$ cat src/rtl/sram_guard_pkg.sv
package sram_guard_pkg;

   localparam int unsigned CE_COUNT = 4;

   typedef enum logic [1:0] {
      MD_QUAD   = 2'b00,
      MD_PAIR   = 2'b01,
      MD_SINGLE = 2'b10,
      MD_RSVD   = 2'b11
   } bank_mode_e;

   typedef enum logic [1:0] {
      PH_RUN     = 2'b00,
      PH_HOLD    = 2'b01,
      PH_RECOVER = 2'b10
   } guard_phase_e;

   function automatic int unsigned max_of(input int unsigned a, input int unsigned b);
      return (a > b) ? a : b;
   endfunction

endpackage

$ cat src/rtl/sg_flag_sync.sv
module sg_flag_sync #(
   parameter int unsigned STAGES    = 2,
   parameter bit          RESET_VAL = 1'b1
) (
   input  logic clk_i,
   input  logic rst_ni,
   input  logic async_i,
   output logic sync_o
);

   if (STAGES < 2) begin : g_bad_stages
      $error("sg_flag_sync: STAGES must be at least 2");
   end

   logic [STAGES-1:0] chain_q;

   always_ff @(posedge clk_i or negedge rst_ni) begin
      if (!rst_ni) begin
         chain_q <= {STAGES{RESET_VAL}};
      end else begin
         chain_q <= {chain_q[STAGES-2:0], async_i};
      end
   end

   assign sync_o = chain_q[STAGES-1];

endmodule

$ cat src/rtl/sg_power_seq.sv
module sg_power_seq
   import sram_guard_pkg::*;
#(
   parameter int unsigned WINDOW_TICKS  = 75,
   parameter int unsigned RECOVER_TICKS = 6250
) (
   input  logic         clk_i,
   input  logic         rst_ni,
   input  logic         tick_i,
   input  logic         fail_i,
   input  logic [1:0]   strap_i,
   output guard_phase_e phase_o,
   output logic         enter_hold_o,
   output logic         expire_o,
   output bank_mode_e   mode_o,
   output logic         sealed_o
);

   if (WINDOW_TICKS < 1) begin : g_bad_window
      $error("sg_power_seq: WINDOW_TICKS must be at least 1");
   end
   if (RECOVER_TICKS < 1) begin : g_bad_recover
      $error("sg_power_seq: RECOVER_TICKS must be at least 1");
   end

   localparam int unsigned MAX_TICKS = max_of(WINDOW_TICKS, RECOVER_TICKS);
   localparam int unsigned CNT_W     = $clog2(MAX_TICKS + 1);
   localparam logic [CNT_W-1:0] HOLD_LAST = CNT_W'(WINDOW_TICKS - 1);
   localparam logic [CNT_W-1:0] REC_LAST  = CNT_W'(RECOVER_TICKS - 1);

   guard_phase_e     phase_q;
   logic [CNT_W-1:0] cnt_q;
   bank_mode_e       mode_q;
   logic             sealed_q;

   always_ff @(posedge clk_i or negedge rst_ni) begin
      if (!rst_ni) begin
         phase_q  <= PH_HOLD;
         cnt_q    <= '0;
         mode_q   <= MD_QUAD;
         sealed_q <= 1'b1;
      end else begin
         unique case (phase_q)
            PH_RUN: begin
               if (fail_i) begin
                  phase_q <= PH_HOLD;
                  cnt_q   <= '0;
               end
            end
            PH_HOLD: begin
               if (!fail_i) begin
                  phase_q  <= PH_RECOVER;
                  cnt_q    <= '0;
                  mode_q   <= bank_mode_e'(strap_i);
                  sealed_q <= 1'b0;
               end else if (tick_i && (cnt_q != HOLD_LAST)) begin
                  cnt_q <= cnt_q + 1'b1;
               end
            end
            PH_RECOVER: begin
               if (fail_i) begin
                  phase_q <= PH_HOLD;
                  cnt_q   <= '0;
               end else if (tick_i) begin
                  if (cnt_q == REC_LAST) begin
                     phase_q <= PH_RUN;
                     cnt_q   <= '0;
                  end else begin
                     cnt_q <= cnt_q + 1'b1;
                  end
               end
            end
            default: begin
               phase_q <= PH_HOLD;
               cnt_q   <= '0;
            end
         endcase
      end
   end

   assign phase_o      = phase_q;
   assign enter_hold_o = (phase_q == PH_RUN) && fail_i;
   assign expire_o     = (phase_q == PH_HOLD) && tick_i && (cnt_q == HOLD_LAST);
   assign mode_o       = mode_q;
   assign sealed_o     = sealed_q;

   AST_SEAL_NEVER_RETURNS: assert property (@(posedge clk_i) disable iff (!rst_ni)
      !$past(sealed_q) |-> !sealed_q);

   AST_RECOVER_CNT_BOUND: assert property (@(posedge clk_i) disable iff (!rst_ni)
      (phase_q == PH_RECOVER) |-> (cnt_q <= REC_LAST));

   AST_RUN_ONLY_FROM_RECOVER: assert property (@(posedge clk_i) disable iff (!rst_ni)
      (phase_q == PH_RUN && $past(phase_q) != PH_RUN) |-> ($past(phase_q) == PH_RECOVER));

endmodule

$ cat src/rtl/sg_bank_decode.sv
module sg_bank_decode
   import sram_guard_pkg::*;
(
   input  bank_mode_e          mode_i,
   input  logic [CE_COUNT-1:0] cen_i,
   output logic [CE_COUNT-1:0] req_o
);

   logic [CE_COUNT-1:0] act;
   logic                addr_a;
   logic [1:0]          sel;

   assign act    = ~cen_i;
   assign addr_a = cen_i[2];
   assign sel    = {cen_i[3], cen_i[2]};

   for (genvar k = 0; k < CE_COUNT; k++) begin : g_req
      localparam int unsigned BANK = k / 2;
      localparam bit          UPPER = (k % 2) == 1;
      always_comb begin
         unique case (mode_i)
            MD_PAIR:   req_o[k] = act[BANK] && (addr_a == UPPER);
            MD_SINGLE: req_o[k] = act[0] && (sel == 2'(k));
            default:   req_o[k] = act[k];
         endcase
      end
   end

endmodule

$ cat src/rtl/sg_ce_gate.sv
module sg_ce_gate
   import sram_guard_pkg::*;
(
   input  logic                clk_i,
   input  logic                rst_ni,
   input  guard_phase_e        phase_i,
   input  logic                enter_hold_i,
   input  logic                expire_i,
   input  logic [CE_COUNT-1:0] req_i,
   output logic [CE_COUNT-1:0] cen_o
);

   logic [CE_COUNT-1:0] grant_q;
   logic [CE_COUNT-1:0] permit;

   for (genvar k = 0; k < CE_COUNT; k++) begin : g_lane
      always_ff @(posedge clk_i or negedge rst_ni) begin
         if (!rst_ni) begin
            grant_q[k] <= 1'b0;
         end else if (enter_hold_i) begin
            grant_q[k] <= req_i[k];
         end else if (phase_i == PH_HOLD) begin
            grant_q[k] <= grant_q[k] && req_i[k] && !expire_i;
         end else begin
            grant_q[k] <= 1'b0;
         end
      end

      always_comb begin
         unique case (phase_i)
            PH_RUN:  permit[k] = 1'b1;
            PH_HOLD: permit[k] = grant_q[k];
            default: permit[k] = 1'b0;
         endcase
      end

      assign cen_o[k] = !(req_i[k] && permit[k]);
   end

   AST_NO_NEW_GRANT: assert property (@(posedge clk_i) disable iff (!rst_ni)
      (phase_i == PH_HOLD && $past(phase_i) == PH_HOLD) |-> ((grant_q & ~$past(grant_q)) == '0));

   AST_BLOCKED_STAYS_HIGH: assert property (@(posedge clk_i) disable iff (!rst_ni)
      (phase_i == PH_HOLD && $past(phase_i) == PH_HOLD) |-> ((~cen_o & ~$past(grant_q)) == '0));

   AST_TIMEOUT_CLEARS: assert property (@(posedge clk_i) disable iff (!rst_ni)
      (phase_i == PH_HOLD && expire_i) |=> (grant_q == '0));

endmodule

$ cat src/rtl/sram_guard_top.sv
module sram_guard_top
   import sram_guard_pkg::*;
#(
   parameter int unsigned SYNC_STAGES   = 2,
   parameter int unsigned WINDOW_TICKS  = 75,
   parameter int unsigned RECOVER_TICKS = 6250
) (
   input  logic       clk_i,
   input  logic       rst_ni,
   input  logic       tick_i,
   input  logic       pfail_i,
   input  logic       below_bat_i,
   input  logic [1:0] strap_i,
   input  logic [3:0] cen_i,
   output logic [3:0] cen_o,
   output logic       bkp_en_o
);

   if (CE_COUNT != 4) begin : g_bad_count
      $error("sram_guard_top: the bank decode is built for four enables");
   end

   logic                fail_s;
   guard_phase_e        phase;
   logic                enter_hold;
   logic                expire;
   bank_mode_e          mode_q;
   logic                sealed;
   logic [CE_COUNT-1:0] req;

   sg_flag_sync #(
      .STAGES    (SYNC_STAGES),
      .RESET_VAL (1'b1)
   ) u_sync (
      .clk_i   (clk_i),
      .rst_ni  (rst_ni),
      .async_i (pfail_i),
      .sync_o  (fail_s)
   );

   sg_power_seq #(
      .WINDOW_TICKS  (WINDOW_TICKS),
      .RECOVER_TICKS (RECOVER_TICKS)
   ) u_seq (
      .clk_i        (clk_i),
      .rst_ni       (rst_ni),
      .tick_i       (tick_i),
      .fail_i       (fail_s),
      .strap_i      (strap_i),
      .phase_o      (phase),
      .enter_hold_o (enter_hold),
      .expire_o     (expire),
      .mode_o       (mode_q),
      .sealed_o     (sealed)
   );

   sg_bank_decode u_dec (
      .mode_i (mode_q),
      .cen_i  (cen_i),
      .req_o  (req)
   );

   sg_ce_gate u_gate (
      .clk_i        (clk_i),
      .rst_ni       (rst_ni),
      .phase_i      (phase),
      .enter_hold_i (enter_hold),
      .expire_i     (expire),
      .req_i        (req),
      .cen_o        (cen_o)
   );

   assign bkp_en_o = !sealed && fail_s && below_bat_i;

   AST_RECOVER_BLOCKED: assert property (@(posedge clk_i) disable iff (!rst_ni)
      (phase == PH_RECOVER) |-> (cen_o == 4'hF));

   AST_SINGLE_ONEHOT: assert property (@(posedge clk_i) disable iff (!rst_ni)
      (mode_q == MD_SINGLE) |-> $onehot0(~cen_o));

   AST_PAIR_LIMIT: assert property (@(posedge clk_i) disable iff (!rst_ni)
      (mode_q == MD_PAIR) |-> ($countones(~cen_o) <= 2));

   AST_BACKUP_SEALED: assert property (@(posedge clk_i) disable iff (!rst_ni)
      sealed |-> !bkp_en_o);

   AST_MODE_HELD: assert property (@(posedge clk_i) disable iff (!rst_ni)
      !$stable(mode_q) |-> (phase == PH_RECOVER && $past(phase) == PH_HOLD));

   AST_BACKUP_ONLY_FAILED: assert property (@(posedge clk_i) disable iff (!rst_ni)
      (phase == PH_RUN && !fail_s) |-> !bkp_en_o);

endmodule

$ cat config.mk
export PLATFORM = sky130hd
export DESIGN_NAME = sram_guard_top
export DESIGN_NICKNAME = d
export VERILOG_FILES = /design/src/rtl/sram_guard_pkg.sv /design/src/rtl/sg_flag_sync.sv /design/src/rtl/sg_power_seq.sv /design/src/rtl/sg_bank_decode.sv /design/src/rtl/sg_ce_gate.sv /design/src/rtl/sram_guard_top.sv
export SDC_FILE = /design/constraint.sdc
export NUM_CORES = 1
export LEC_CHECK = 0
export ABC_CLOCK_PERIOD_IN_PS = 1740
export BUFFER_PORTS_ARGS = -buffer_cell sky130_fd_sc_hd__buf_2
export CORE_ASPECT_RATIO = 1.25
export CORE_UTILIZATION = 53
export CTS_CLUSTER_DIAMETER = 50
export DETAILED_ROUTE_END_ITERATION = 7
export PLACE_DENSITY_LB_ADDON = 0.08
export SYNTH_ARGS = -nofsm -noshare
export SYNTH_HDL_FRONTEND = slang
export SYNTH_HIERARCHICAL = 1
export SYNTH_SLANG_ARGS = --single-unit
$ cat constraint.sdc
create_clock -name clk_i -period 1.74 [get_ports clk_i]
set_input_delay 0.435 -clock clk_i [delete_from_list [all_inputs] [get_ports clk_i]]
set_output_delay 0.435 -clock clk_i [all_outputs]
set_load 0.005 [all_outputs]
==> results.yml, run 1 <==
status:
  status: "finished, violations left"
  violations: "negative setup slack"
sta:
  worst_pin_slew_ps: 549.9
  hold_slack_ps: 66.25
  slew_violations: 0
  slew_headroom: 0.6334
  fin_skew_ps: 9.382
  hold_viol_final: 0
  rsz0062_at_grt: "yes"
  worst_slack_ps: -389.3
  fin_crit_ps: 2129
  min_period_over_period: 1.224
  setup_viol: 17
  tns_ps: -2603
  max_freq_mhz: 469.6
yosys:
  yosysWarnings: 6
  synth_edf_count: 0
  ys_ff_latch: 24
  ys_types: 47
  synth_flop_cell: "dfrtp_1"
  synthXorXnorAreaFrac: 0
  syn_nets: 195
  syn_inst: 174
  synth_seq_area_share: 0.3772
  synthArstFlopShare: 1.000
  synthAdderAreaFrac: 0.07794
  yosys.area.top_type: "dfrtp_1"
  syn_avg_cell_area_um2: 9.226
  synthMuxAreaShare: 0.02027
  ys_top_cells_by_count: "dfrtp_1 (20), nand2_1 (18), inv_1 (15), ha_1 (10), o21ai_0 (10)"
  yosysMostFrequentCell: "dfrtp_1"
  synth-simple-area-share: 0.2814
  synth_area_um2: 1605
  synth_top_family_by_area: "simple AND/OR/NAND/NOR gates"
  netlist_top_cells_area: "dfrtp_1 (31%), ha_1 (7.8%), dfstp_2 (6.5%)"
  synth_compound_area_frac: 0.1777
  yosysTopAreaCellShare: 0.3118
drt:
  dr.pass1.iters: 4
  via_per_inst: 6.110
  drc_errors: 0
  ant_nets: 0
  routed_wl_mm: 4.626
  via_count: 1613
  post_drt_wl_per_cell_um: 17.52
  first_iter_violations: 50
finish:
  drive_gt1_frac: 0.4870
  multiInputGateArea_um2: 1140
  fin_nets: 252
  regArea_um2: 606.8
  nFillCells: 167
  n_antenna_cell: 0
  area_growth_pct: 42.40
critical_path:
  reg2reg_to: "u_seq/cnt_q[9]"
  rrSetupSlack_ps: -150
  critPathRequiredTime_ps: 1300
  worstSetupPathType: "reg2out"
  crit_top_cell: "nand3b_1"
  path_max_fanout: 2
  r2r_start: "u_seq/phase_o[0]"
  crit_start: "u_seq/mode_o[0]"
  arrival_ps: 1690
  r2r_cells: 7
  slowest_delay_ps: 410
  critPathCaptureType: "output port"
  cp-start-kind: "flop"
  slowest_stage: "dfrtp_1"
  setup.worst_path.end: "cen_o[3]"
  path_cells: "inv_2 > ha_1 > nand3b_1 > a311oi_4 > nand3b_1 > buf_2"
global_route:
  grt_pass1_wl_mm: 7.341
  antenna_found_initial: 0
  gr-usage-all-layers: 0.2992
  overflow: 0
  grt_pass1_vias: 1620
  grt_max_degree: 25
clocking:
  numCtsBuffers: 3
  root_buffer: "clkbuf_4"
  clockBufferDepth: 2
  cts_hold_buf: 0
  htree_levels: 1
  clkTransAtPathRegs_ps: 130
  clk-insertion-delay-late_ps: 330
  cts_tree: "yes"
  clock_sinks: 24
die:
  die_h_um: 63.53
  die-width_um: 51.23
  start_util: 0.5764
  io_pins: 16
  core_um2: 2785
  die_area_um2: 3254
  rows: 21
placement:
  hpwl_mm: 3.007
  io_buffers: 15
  gp_congestion: 0.8963
flow_run:
  cap_violations: 0
min_path:
  hp-class: "in2async"
pwr:
  power.density_nw_per_um2: 1276
  ir_drop_uv: 1128
  p_leak_nw: 0.9751
## worst min-delay path by stage
stage,start,end,cells after the start
2_1_floorplan,rst_ni,u_gate/grant_q[0],0
3_3_place_gp,u_sync/chain_q[0],u_sync/chain_q[1],0
3_5_place_dp,u_sync/chain_q[0],u_sync/chain_q[1],0
4_1_cts,rst_ni,u_seq/phase_o[1],1
5_1_grt,rst_ni,u_seq/phase_o[1],1
6_report,rst_ni,u_seq/phase_o[1],1
## cell families (layout without fill, tap and decap cells)
logic type | count (synthesis) | count (layout)
simple gates | 75 | 75
compound gates | 42 | 42
flops | 24 | 24
buf+inv | 20 | 76
fa+ha+maj | 10 | 10
mux | 3 | 3
## per-layer routing
layer  GRT usage  share of wire  wire [µm]
met1      0.3045           0.37       1726
met3     0.03140          0.042        193
met4      0.1284          0.038        174
met2      0.5855           0.55       2531
met5           0              0          0
## metrics by stage
step	instances	util	area, µm²	worst slack, ps	total power (W)
finish	264	0.8208	2286	-389.3	0.002916
global route	264	0.8208	2286	-462.6	0.003097
global placement	249	0.6936	1932	-6.411	0.001961
floorplan	174	-	1630	-25.91	0.001544
detailed placement	249	0.6936	1932	-102.7	0.002040
CTS	260	0.7713	2148	-413.6	0.002612
## layout by cell type (no fill, tap or decap), drive strengths merged, types with 2 or more instances in the layout
master,n
nand3b,6
nor2b,3
a2bb2oi,5
clkbuf,4
and4bb,2
nand4,8
inv,15
mux2,2
nand3,4
nand2,18
a21oi,6
o21ai,14
or2,2
nor2,7
o31ai,4
dfstp,4
and2,3
ha,10
buf,57
nand2b,7
or2b,4
or3,3
o22ai,4
dfrtp,20
nor3,2
## state kept, by name, indices dropped and copies added, names as in the netlist
name            cells
u_sync/chain_q      2
u_seq/phase_o       2
u_seq/mode_o        2
u_seq/sealed_o      1
u_gate/grant_q      4
u_seq/cnt_q        13
## report_power, final
group          switching (W)  internal [W]  leakage [nW]  total (W)
clock               0.000176     0.0000901        0.0150   0.000266
sequential         0.0000728      0.000648         0.313   0.000721
combinational       0.000932      0.000996         0.647    0.00193
total                0.00118       0.00173         0.975    0.00292
## critical path: cells and delay by family (launching register included)
| family | cells | cell delay [ps] |
|---|---|---|
| simple gates | 2 | 260 |
| fa+ha+maj | 1 | 170 |
| compound gates | 1 | 310 |
| flops | 1 | 410 |
| buf+inv | 2 | 210 |
## final cells by class
class	count	area share
clock buffers	4	0.01149
inverters	15	0.02463
multi-input cells	130	0.4986
flip-flops and latches	24	0.2655
well taps	34	0.01861
repair buffers	57	0.1812
## what timing repair did
item / in CTS / in global routing
endpoints found under the setup margin: 18 / 21
resized for setup: 34 / 20
buffers inserted: 7 / 4
cloned: 0 / 1
pin swaps: 21 / 8
No activity file was read; power rests on OpenSTA's default activity.
==> run 2: changes to the inputs <==
- TNS_END_PERCENT: not set -> 1
==> run 2 against run 1 <==
The run still ends with negative setup slack left. Critical path depth is the same. First-iteration DRC count grew 4.0%. Worst hold slack better by 12 ps. Wire length decreased by 11%. Sequential power down 0.6%. Register-to-register slack improved by 40 ps. Critical path type unchanged. Largest cell class unchanged. Highest routed layer unchanged.
==> results.yml, run 2 (synthesis gave the netlist of run 1 again) <==
sta:
  max_freq_mhz: 465.5
  slew_headroom: 0.6261
  hold_viol_final: 0
  rsz0062_at_grt: "yes"
  fin_skew_ps: 11.59
  fin_crit_ps: 2148
  slew_violations: 0
  setup_viol: 14
  worst_pin_slew_ps: 560.9
  worst_slack_ps: -408.1
  min_period_over_period: 1.235
finish:
  area_growth_pct: 30.24
  finalNonFillerCells: 256
  final_core_util: 0.7507
  layout_common_cells: "buf_4 (29), dfrtp_1 (20), nand2_1 (18)"
  drive_gt1_frac: 0.3919
  largest_reg_flops: 13
  fin_nets: 244
  largest-register: "u_seq/cnt_q"
  regArea_um2: 605.6
  multiInputGateArea_um2: 1001
  final_common_cell: "buf_4"
  n_antenna_cell: 0
  reg_top3: "u_seq/cnt_q: 13 flops, u_gate/grant_q: 4 flops"
  nFillCells: 216
global_route:
  gr-usage-all-layers: 0.2573
  grt_pass1_wl_mm: 6.251
  grt_max_degree: 25
  grt_pass1_vias: 1477
  antenna_found_initial: 0
  overflow: 0
die:
  die_area_um2: 3254
  rows: 21
  start_util: 0.5764
  io_pins: 16
  die_h_um: 63.53
  core_um2: 2785
  die-width_um: 51.23
placement:
  gp_congestion: 0.8474
  io_buffers: 15
  placed_cells: 248
  hpwl_mm: 2.853
  pre_cts_ws_ps: -120.8
pwr:
  power.density_nw_per_um2: 1246
  p_total_w: 0.002606
  p_leak_nw: 0.9088
  ir_drop_uv: 1053
critical_path:
  critPathCaptureType: "output port"
  cp-start-kind: "flop"
  crit_start: "u_seq/mode_o[0]"
  critPathRequiredTime_ps: 1300
  arrival_ps: 1710
  r2r_cells: 7
  worstSetupPathType: "reg2out"
  rrSetupSlack_ps: -110
  setup.worst_path.end: "cen_o[3]"
  reg2reg_to: "u_seq/cnt_q[9]"
  r2r_start: "u_seq/phase_o[0]"
  path_max_fanout: 4
status:
  violations: "negative setup slack"
  status: "finished, violations left"
clocking:
  clkTransAtPathRegs_ps: 140
  clockBufferDepth: 2
  htree_levels: 1
  clock_sinks: 24
  numCtsBuffers: 3
  cts_tree: "yes"
  cts_hold_buf: 0
  root_buffer: "clkbuf_4"
  clk-insertion-delay-late_ps: 320
drt:
  post_drt_wl_per_cell_um: 16.00
  routed_wl_mm: 4.095
  ant_nets: 0
  dr.pass1.iters: 4
  drc_errors: 0
  first_iter_violations: 52
  via_per_inst: 5.770
  via_count: 1477
flow_run:
  cap_violations: 0
min_path:
  hp-class: "in2async"
run 2: cell count changes in the layout (fill, tap and decap cells not counted), sizes merged:
cell / change
buf: -8
run 2: per-layer routing:
| layer | GRT usage | wire, µm | up-vias |
|---|---|---|---|
| met2 | 0.5000 | 2275 | 35 |
| met5 | 0 | 0 | - |
| met1 | 0.2573 | 1578 | 713 |
| met4 | 0.1318 | 133 | 0 |
| li1 | - | - | 719 |
| met3 | 0.02415 | 107 | 10 |
run 2: what timing repair did:
item	in CTS	in global routing
gates resized for setup	10	17
buffers inserted	3	1
endpoints found under the setup margin	16	19
pin swaps	3	6
run 2: power by group:
part	internal [W]	leakage (nW)	switching (W)	total [W]
combinational	0.000821	0.574	0.000766	0.00159
sequential	0.000646	0.314	0.0000715	0.000717
clock	0.000128	0.0210	0.000174	0.000302
run 2: layout make-up:
cell class | count | share of cell area
Sequential cell | 24 | 0.2896
Tap cell | 34 | 0.02035
Timing Repair Buffer | 49 | 0.1670
Clock buffer | 4 | 0.01735
Multi-Input combinational cell | 130 | 0.4788
Inverter | 15 | 0.02693
run 2: stage by stage:
stage | setup TNS, ps | hold WS (ps) | instance area (µm²)
after global routing | -2954 | 117.7 | 2091
final | -1846 | 78.10 | 2091
after floorplan | -103.6 | 139.4 | 1617
after global placement | -362.3 | 345.2 | 1911
after CTS | -1573 | 101.7 | 1999
after detailed placement | -722.2 | 353.7 | 1911
run 2: critical path, stage by stage, from the launching register on:
cell	delay [ps]
dfrtp_1	420
inv_2	100
ha_4	220
and2_4	140
a311oi_2	270
nand3b_1	100
buf_2	140
run 2: worst min path at each step:
stage,start,to,slack [ps],cells after the start
after floorplan,rst_ni,u_gate/grant_q[0],140,0
after global placement,u_sync/chain_q[0],u_sync/chain_q[1],350,0
after detailed placement,u_sync/chain_q[0],u_sync/chain_q[1],350,0
after CTS,rst_ni,u_seq/phase_o[1],100,1
after global routing,rst_ni,u_seq/phase_o[1],120,1
final,rst_ni,u_seq/phase_o[1],80,1
==> run 3: changes to the inputs <==
- CORE_UTILIZATION: 53 -> 50
==> run 3 against run 2 <==
The flow still finishes with violations (negative setup slack). Worst setup slack gained 48 ps. Power fell by 2.2%. Count of clock-buffer cells in the layout stayed put. Non-clock buffer count fell by 4. Critical path type unchanged. Highest routed layer unchanged.
==> results.yml, run 3 (synthesis gave the netlist of run 1 again) <==
sta:
  fin_skew_ps: 3.197
  worst_pin_slew_ps: 560.4
  slew_violations: 0
  max_freq_mhz: 476.3
  hold_viol_final: 0
  hold_slack_ps: 70.05
  setup_viol: 14
  fin_crit_ps: 2100
  slew_headroom: 0.6264
  worst_slack_ps: -359.6
  rsz0062_at_grt: "yes"
  min_period_over_period: 1.207
finish:
  final_common_cell: "buf_4"
  finalNonFillerCells: 254
  regArea_um2: 605.6
  multiInputGateArea_um2: 979.7
  largest-register: "u_seq/cnt_q"
  nFillCells: 259
  n_antenna_cell: 0
  drive_gt1_frac: 0.3761
  fin_nets: 240
  fin_area_um2: 2024
  area_growth_pct: 26.11
  largest_reg_flops: 13
  reg_top3: "u_seq/cnt_q: 13 flops, u_gate/grant_q: 4 flops"
  layout_common_cells: "buf_4 (27), dfrtp_1 (20), nand2_1 (18)"
pwr:
  p_switching_w: 0.001011
  p_total_w: 0.002548
  clkPwrFrac: 0.107
  power_frac_seq: 0.283
  power.density_nw_per_um2: 1258
  ir_drop_uv: 1081
  intPower_w: 0.001536
  p_leak_nw: 0.8670
  switching_share: 0.3970
  combPwrFrac: 0.610
drt:
  first_iter_violations: 35
  drc_errors: 0
  dr.pass1.iters: 4
  post_drt_wl_per_cell_um: 15.76
  via_count: 1477
  routed_wl_mm: 4.004
  ant_nets: 0
  via_per_inst: 5.815
critical_path:
  slowest_delay_ps: 440
  path_max_fanout: 3
  critPathRequiredTime_ps: 1300
  critPathCaptureType: "output port"
  rrSetupSlack_ps: -90
  crit_start: "u_seq/mode_o[1]"
  reg2reg_to: "u_seq/cnt_q[9]"
  path_cells: "buf_6 > inv_2 > ha_4 > nand2b_1 > a311oi_2 > nand3b_1 > buf_2"
  r2r_start: "u_seq/phase_o[0]"
  arrival_ps: 1660
  cp-start-kind: "flop"
  r2r_cells: 7
  slowest_stage: "dfrtp_1"
  worstSetupPathType: "reg2out"
  setup.worst_path.end: "cen_o[3]"
clocking:
  root_buffer: "clkbuf_4"
  clock_sinks: 24
  cts_tree: "yes"
  clk-insertion-delay-late_ps: 330
  clkTransAtPathRegs_ps: 140
  numCtsBuffers: 3
  htree_levels: 1
  clockBufferDepth: 2
placement:
  place_area_um2: 1898
  io_buffers: 15
  gp_congestion: 0.8950
  pre_cts_ws_ps: -88.46
  placed_cells: 248
  hpwl_mm: 2.975
global_route:
  grt.met2_usage: 0.5016
  grt_max_degree: 25
  overflow: 0
  antenna_found_initial: 0
  grt_pass1_vias: 1562
  gr-usage-all-layers: 0.2627
  grt_pass1_wl_mm: 6.658
  met1_usage: 0.2857
  grt_busiest_layer: "met2"
  grtUsageMet3: 0.01620
die:
  rows: 22
  die_h_um: 65.35
  core_um2: 3000
  start_util: 0.5350
  die_area_um2: 3443
  die-width_um: 52.68
  io_pins: 16
status:
  violations: "negative setup slack"
  status: "finished, violations left"
min_path:
  hp-class: "in2async"
flow_run:
  cap_violations: 0
[run 3: final cells by class]
cell class	instances	area share
multi-input cells	130	0.4839
flip-flops and latches	24	0.2991
repair buffers	45	0.1539
inverters	15	0.02781
well taps	36	0.02225
clock buffers	4	0.01298
[run 3: power groups by stage]
stage	logic, W	clock network, W	registers, W
finish	0.00155	0.000273	0.000720
global route	0.00169	0.000298	0.000733
CTS	0.00152	0.000275	0.000721
detailed placement	0.00131	0	0.000726
global placement	0.00124	0	0.000718
floorplan	0.000790	0	0.000730
[run 3: critical path: cells and delay by family, from the launching register on]
kind	cells	cell delay, ps
flops	1	440
buf+inv	3	330
compound gates	1	250
simple gates	2	200
fa+ha+maj	1	120
[run 3: timing repair]
action | in CTS | in global routing
resized for setup | 16 | 8
buffers inserted | 2 | 0
hold buffers | 0 | 0
endpoints found under the setup margin | 16 | 18
pin swaps | 5 | 0
endpoints found under the hold margin | 0 | 0
[run 3: routing by layer]
| metal | share of wire | vias to the layer above |
|---|---|---|
| met1 | 0.40 | 724 |
| li1 | - | 708 |
| met2 | 0.55 | 38 |
| met5 | 0 | - |
| met3 | 0.029 | 7 |
| met4 | 0.018 | 0 |
[run 3: worst min path at each step]
stage                            startpoint                 to  cells past startpoint
after global placement    u_sync/chain_q[0]  u_sync/chain_q[1]                      0
after detailed placement  u_sync/chain_q[0]  u_sync/chain_q[1]                      0
final                                rst_ni  u_gate/grant_q[3]                      1
after floorplan                      rst_ni  u_gate/grant_q[0]                      0
after CTS                            rst_ni    u_seq/mode_o[1]                      1
after global routing                 rst_ni  u_gate/grant_q[3]                      1
[run 3: per-stage QoR]
stage | utilization | TNS, ps
after floorplan | - | -103.6
after global placement | 0.6326 | -80.22
after detailed placement | 0.6326 | -562.3
after CTS | 0.6668 | -1573
after global routing | 0.6747 | -3020
final | 0.6747 | -1600
